### src/rtl/cfg_seq_pkg.sv
package cfg_seq_pkg;
  localparam int unsigned PAGE_W = 3;

  typedef enum logic [2:0] {
    ST_SEL,
    ST_NCFG,
    ST_WAIT,
    ST_START,
    ST_LOAD,
    ST_CHECK,
    ST_USER
  } seq_st_e;
endpackage

### src/rtl/cfg_page_pick.sv
module cfg_page_pick
  import cfg_seq_pkg::*;
#(
  parameter int unsigned ADDR_W    = 27,
  parameter int unsigned PAGE_BITS = 24
) (
  input  logic              clk_i,
  input  logic              rst_ni,
  input  logic              latch_i,
  input  logic              remote_i,
  input  logic [PAGE_W-1:0] board_page_i,
  input  logic [PAGE_W-1:0] fpga_page_i,
  output logic [ADDR_W-1:0] base_addr_o
);
  localparam int unsigned PAD_W = ADDR_W - PAGE_W;

  logic [PAGE_W-1:0] page_q;
  logic [PAGE_W-1:0] page_d;
  logic [ADDR_W-1:0] page_ext;

  assign page_d = remote_i ? fpga_page_i : board_page_i;

  always_ff @(posedge clk_i or negedge rst_ni) begin
    if (!rst_ni)      page_q <= '0;
    else if (latch_i) page_q <= page_d;
  end

  assign page_ext    = {{PAD_W{1'b0}}, page_q};
  assign base_addr_o = page_ext << PAGE_BITS;
endmodule

### src/rtl/cfg_cycle_timer.sv
module cfg_cycle_timer #(
  parameter int unsigned LIM_A = 16,
  parameter int unsigned LIM_B = 1024
) (
  input  logic clk_i,
  input  logic rst_ni,
  input  logic clr_i,
  output logic hit_a_o,
  output logic hit_b_o
);
  localparam int unsigned MAX_L = (LIM_A > LIM_B) ? LIM_A : LIM_B;
  localparam int unsigned CW    = $clog2(MAX_L + 1);

  logic [CW-1:0] cnt_q;

  always_ff @(posedge clk_i or negedge rst_ni) begin
    if (!rst_ni)                  cnt_q <= '0;
    else if (clr_i)               cnt_q <= '0;
    else if (cnt_q < CW'(MAX_L))  cnt_q <= cnt_q + 1'b1;
  end

  assign hit_a_o = (cnt_q == CW'(LIM_A - 1));
  assign hit_b_o = (cnt_q == CW'(LIM_B - 1));
endmodule

### src/rtl/cfg_seq_fsm.sv
module cfg_seq_fsm
  import cfg_seq_pkg::*;
(
  input  logic    clk_i,
  input  logic    rst_ni,
  input  logic    nstatus_i,
  input  logic    conf_done_i,
  input  logic    init_ok_i,
  input  logic    strm_done_i,
  input  logic    ncfg_hit_i,
  input  logic    tmo_hit_i,
  output seq_st_e st_o,
  output logic    timer_clr_o,
  output logic    latch_o
);
  seq_st_e st_q, st_d;

  always_comb begin
    st_d = st_q;
    unique case (st_q)
      ST_SEL:   st_d = ST_NCFG;
      ST_NCFG:  if (ncfg_hit_i) st_d = ST_WAIT;
      ST_WAIT:  if (nstatus_i) st_d = ST_START;
      ST_START: st_d = ST_LOAD;
      ST_LOAD: begin
        if (!nstatus_i)       st_d = ST_SEL;
        else if (strm_done_i) st_d = ST_CHECK;
      end
      ST_CHECK: begin
        if (!nstatus_i)                    st_d = ST_SEL;
        else if (conf_done_i && init_ok_i) st_d = ST_USER;
        else if (tmo_hit_i)                st_d = ST_SEL;
      end
      ST_USER:  if (!conf_done_i) st_d = ST_SEL;
      default:  st_d = ST_SEL;
    endcase
  end

  always_ff @(posedge clk_i or negedge rst_ni) begin
    if (!rst_ni) st_q <= ST_SEL;
    else         st_q <= st_d;
  end

  assign st_o        = st_q;
  assign timer_clr_o = (st_d != st_q);
  assign latch_o     = (st_q == ST_SEL);
endmodule

### src/rtl/cfg_seq_top.sv
module cfg_seq_top
  import cfg_seq_pkg::*;
#(
  parameter int unsigned ADDR_W        = 27,
  parameter int unsigned PAGE_BITS     = 24,
  parameter int unsigned NCFG_CYCLES   = 16,
  parameter int unsigned DONE_TIMEOUT  = 4096,
  parameter bit          USE_INIT_DONE = 1'b1
) (
  input  logic              clk_i,
  input  logic              rst_ni,
  input  logic              remote_i,
  input  logic [2:0]        board_page_i,
  input  logic [2:0]        fpga_page_i,
  input  logic              nstatus_i,
  input  logic              conf_done_i,
  input  logic              init_done_i,
  input  logic              strm_done_i,
  output logic              ncfg_o,
  output logic              strm_start_o,
  output logic [ADDR_W-1:0] strm_addr_o,
  output logic              user_o
);
  seq_st_e st;
  logic    timer_clr, latch, ncfg_hit, tmo_hit, init_ok;

  generate
    if (USE_INIT_DONE) begin : g_init
      assign init_ok = init_done_i;
    end else begin : g_noinit
      assign init_ok = 1'b1;
    end
  endgenerate

  cfg_page_pick #(
    .ADDR_W   (ADDR_W),
    .PAGE_BITS(PAGE_BITS)
  ) i_page (
    .clk_i       (clk_i),
    .rst_ni      (rst_ni),
    .latch_i     (latch),
    .remote_i    (remote_i),
    .board_page_i(board_page_i),
    .fpga_page_i (fpga_page_i),
    .base_addr_o (strm_addr_o)
  );

  cfg_cycle_timer #(
    .LIM_A(NCFG_CYCLES),
    .LIM_B(DONE_TIMEOUT)
  ) i_timer (
    .clk_i  (clk_i),
    .rst_ni (rst_ni),
    .clr_i  (timer_clr),
    .hit_a_o(ncfg_hit),
    .hit_b_o(tmo_hit)
  );

  cfg_seq_fsm i_fsm (
    .clk_i      (clk_i),
    .rst_ni     (rst_ni),
    .nstatus_i  (nstatus_i),
    .conf_done_i(conf_done_i),
    .init_ok_i  (init_ok),
    .strm_done_i(strm_done_i),
    .ncfg_hit_i (ncfg_hit),
    .tmo_hit_i  (tmo_hit),
    .st_o       (st),
    .timer_clr_o(timer_clr),
    .latch_o    (latch)
  );

  assign ncfg_o       = (st != ST_NCFG);
  assign strm_start_o = (st == ST_START);
  assign user_o       = (st == ST_USER);
endmodule

### config.mk
export PLATFORM = sky130hd
export DESIGN_NAME = cfg_seq_top
export DESIGN_NICKNAME = d
export VERILOG_FILES = /design/src/rtl/cfg_seq_pkg.sv /design/src/rtl/cfg_page_pick.sv /design/src/rtl/cfg_cycle_timer.sv /design/src/rtl/cfg_seq_fsm.sv /design/src/rtl/cfg_seq_top.sv
export SDC_FILE = /design/constraint.sdc
export NUM_CORES = 1
export LEC_CHECK = 0
export BUFFER_PORTS_ARGS = -buffer_cell sky130_fd_sc_hd__buf_2
export CAP_MARGIN = 20
export CORE_ASPECT_RATIO = 0.5
export CORE_UTILIZATION = 35
export CTS_CLUSTER_SIZE = 16
export DETAILED_ROUTE_END_ITERATION = 10
export GPL_ROUTABILITY_DRIVEN = 0
export SYNTH_ARGS = -nofsm -noshare
export SYNTH_HDL_FRONTEND = slang
export SYNTH_SLANG_ARGS = --single-unit
### constraint.sdc
create_clock -name clk_i -period 2.2 [get_ports clk_i]
set_clock_uncertainty 0.2 [all_clocks]
set_input_delay 0.11 -clock clk_i [delete_from_list [all_inputs] [get_ports clk_i]]
set_output_delay 0.11 -clock clk_i [all_outputs]
set_load 0.01 [all_outputs]
==> out/qor.txt <==
# Max-Cap Violations - 0
post-placement cell area - 1290 sq um
most frequent cells in the layout - conb_1 (24), nor3_1 (19), dfrtp_1 (19), buf_2 (18)
Routed WL - 2.48 mm
H-tree depth - 1
Power Total - 1.18 mW
DRC - 0
Die Y - 44.0 um
Synth top area share - 0.385
final hold vios - 0
cell taking the most area after synthesis - dfrtp_1
critical path startpoint - i_timer.cnt_q[0]
worst-margin pin slew - 0.669 ns
max_slew headroom - 0.551
post-synthesis mux area share - 0.0325
pwr dens - 813 nW/um^2
R2R cell count - 7
post-synthesis compound-gate area fraction - 0.0963
Setup violations, final - 0
largest net degree at the start of global routing - 20
post-synthesis sequential area ratio - 0.385
TritonCTS clock tree - built
Max Freq - 477 MHz
hold path cells - 3
Sinks on Clock Net - 19
CP Data Required Time - 2.14 ns
number of global-route vias before repair - 858
Vias/cell - 4.73
Clk pwr share - 0.200
post-route cell area - 1460 sq um
reg2reg end - i_timer.cnt_q[0]
min-delay src - nstatus_i
fin crit period - 2.09 ns
Nets - 182
Synth cell types - 32
largest family of logic cells by synthesized area - simple AND/OR/NAND/NOR gates
Syn Area/Cell - 9.21 sq um
die outline width - 86.0 um
Simple-Gate Fraction of Synth Area - 0.221
core area - 3170 sq um
fillers - 303
Cell Rows - 14
fraction of layout cells with a size suffix above 1 - 0.174
Worst Setup Start Kind - flip-flop
Switch Pwr - 0.437 mW
status - finished, final reports clean
drt initial violations - 51
vias post-DR - 1017
final worst-path cycle share - 0.952
worst-path fanout max - 7
P_int - 0.747 mW
Synth Area in XOR/XNOR - 0.0781
worst min-delay path class - in2reg
total grt overflow - 0
first-pass GRT wire length - 3.97 mm
CTS root buf - clkbuf_8
Ys Warns - 0
HPWL Detailed - 1.65 mm
Hold WS - 0.0621 ns
Post-Synthesis Cells - 134
number of buffers created by CTS - 3
Port Buffers - 18
Net Sw Frac - 0.369
Worst VDD drop - 0.253 mV
Reg2Reg Launch Point - i_timer.cnt_q[0]
Routed Antenna Nets - 0
die area - 3780 sq um
Wirelength per Cell - 11.5 um
Seq pwr share - 0.429
Clock Tree Buf Depth - 2
post-synthesis adder-cell area fraction - 0.0101
Post-Syn Area - 1230 sq um
area growth from synthesis to layout - 18.1%
WS Path Type - reg2reg
Max Slew Vio Count - 0
total I/O pin count - 43
Reg2Reg Setup Slack - 0.11 ns
Logic pwr share - 0.370
setup_tns - 0 ns
Worst Setup End Kind - flip-flop
commonest non-fill, non-tap cell in the layout - conb_1
Hold EP - i_fsm.st_o[0]
critical path arrival - 2.03 ns
GRT Util Overall - 0.139
Synth area leaders - dfrtp_1 (39%), buf_4 (15%), nor3_1 (7.7%)
number of inserted diodes - 0
LEAKAGE - 0.701 nW
Initial Utilization - 0.389
Yosys reg bits - 19
initial antenna violation count - 0
Clock transition at path regs - 0.07 ns
Clock Latency Late Sink - 0.25 ns
drt first pass iters - 4
routing by layer:
| layer | up-vias | routed length, um | track usage |
|---|---|---|---|
| met4 | 0 | 21 | 0.0400 |
| met2 | 36 | 1120 | 0.229 |
| met5 | - | 0 | 0 |
| met1 | 487 | 1210 | 0.190 |
| li1 | 492 | - | - |
| met3 | 2 | 124 | 0.0286 |
synth_stat cells, drive strengths merged:
cell and instances:
a211o 1, a21boi 2, a21oi 3, a222oi 1, a22oi 1, a2bb2oi 1
a31oi 1, and3 2, and3b 1, and4b 1, buf 25, clkbuf 2
conb 1, dfrtp 19, ha 1, inv 5, mux2i 4, nand2 6
nand3b 1, nand4 5, nand4b 2, nor2 9, nor2b 1, nor3 19
nor4 2, o211a 1, o21ai 4, o311ai 1, o31a 1, xnor2 7
xor2 4
registers in the layout, summed over array words and instances, names as in the netlist:
register	count
i_fsm.st_o	3
i_page.page_q	3
i_timer.cnt_q	13
per-stage QoR:
stage               setup WS, ns  instances  utilization
floorplan                  0.139        157            -
global placement           0.211        198        0.407
detailed placement         0.118        198        0.407
CTS                        0.116        211        0.450
global route             -0.0231        215        0.459
finish                     0.105        215        0.459
worst max-delay path, cell delays in order, from the launching register on:
cell	delay, ns
dfrtp_1	0.39
ha_1	0.20
nand4b_1	0.17
o31a_1	0.32
a222oi_1	0.31
buf_4	0.18
buf_4	0.15
nor3_1	0.06
kinds of logic (layout without fill, tap and decap cells):
family / after synthesis / count (layout)
mux: 4 / 4
other cells: 1 / 24
buf+inv: 32 / 42
compound gates: 17 / 17
xor+xnor: 11 / 11
simple gates: 49 / 49
fa+ha+maj: 1 / 1
flops: 19 / 19
worst max-delay path by stage:
stage	endpoint	cells past startpoint
finish	i_timer.cnt_q[0]	7
global route	i_timer.cnt_q[4]	7
CTS	i_timer.cnt_q[10]	6
detailed placement	i_timer.cnt_q[10]	6
global placement	i_timer.cnt_q[0]	6
floorplan	i_timer.cnt_q[10]	6
area by class of cell:
type                       instances  area, sq um  share of cell area
timing repair buffer              33          225               0.155
clock buffer                       3         41.3              0.0284
tap                               48         60.1              0.0412
sequential                        19          475               0.326
multi-input combinational        106          631               0.433
clock inverter                     1         5.00             0.00344
inverter                           5         18.8              0.0129
power by group through the flow:
stage / sequential [mW] / combinational, mW / clock (mW)
after floorplan: 0.508 / 0.299 / 0
after global placement: 0.510 / 0.381 / 0
after detailed placement: 0.515 / 0.388 / 0
after CTS: 0.508 / 0.403 / 0.246
after global routing: 0.521 / 0.497 / 0.259
final: 0.509 / 0.439 / 0.237
timing repair:
| action | CTS | global route |
|---|---|---|
| setup endpoints to repair | 0 | 13 |
| hold buffers | 9 | 0 |
| resized for setup | 0 | 3 |
| setup buffers | 0 | 3 |
| hold endpoints to repair | 23 | 0 |
(Power assumes the default switching activity.)
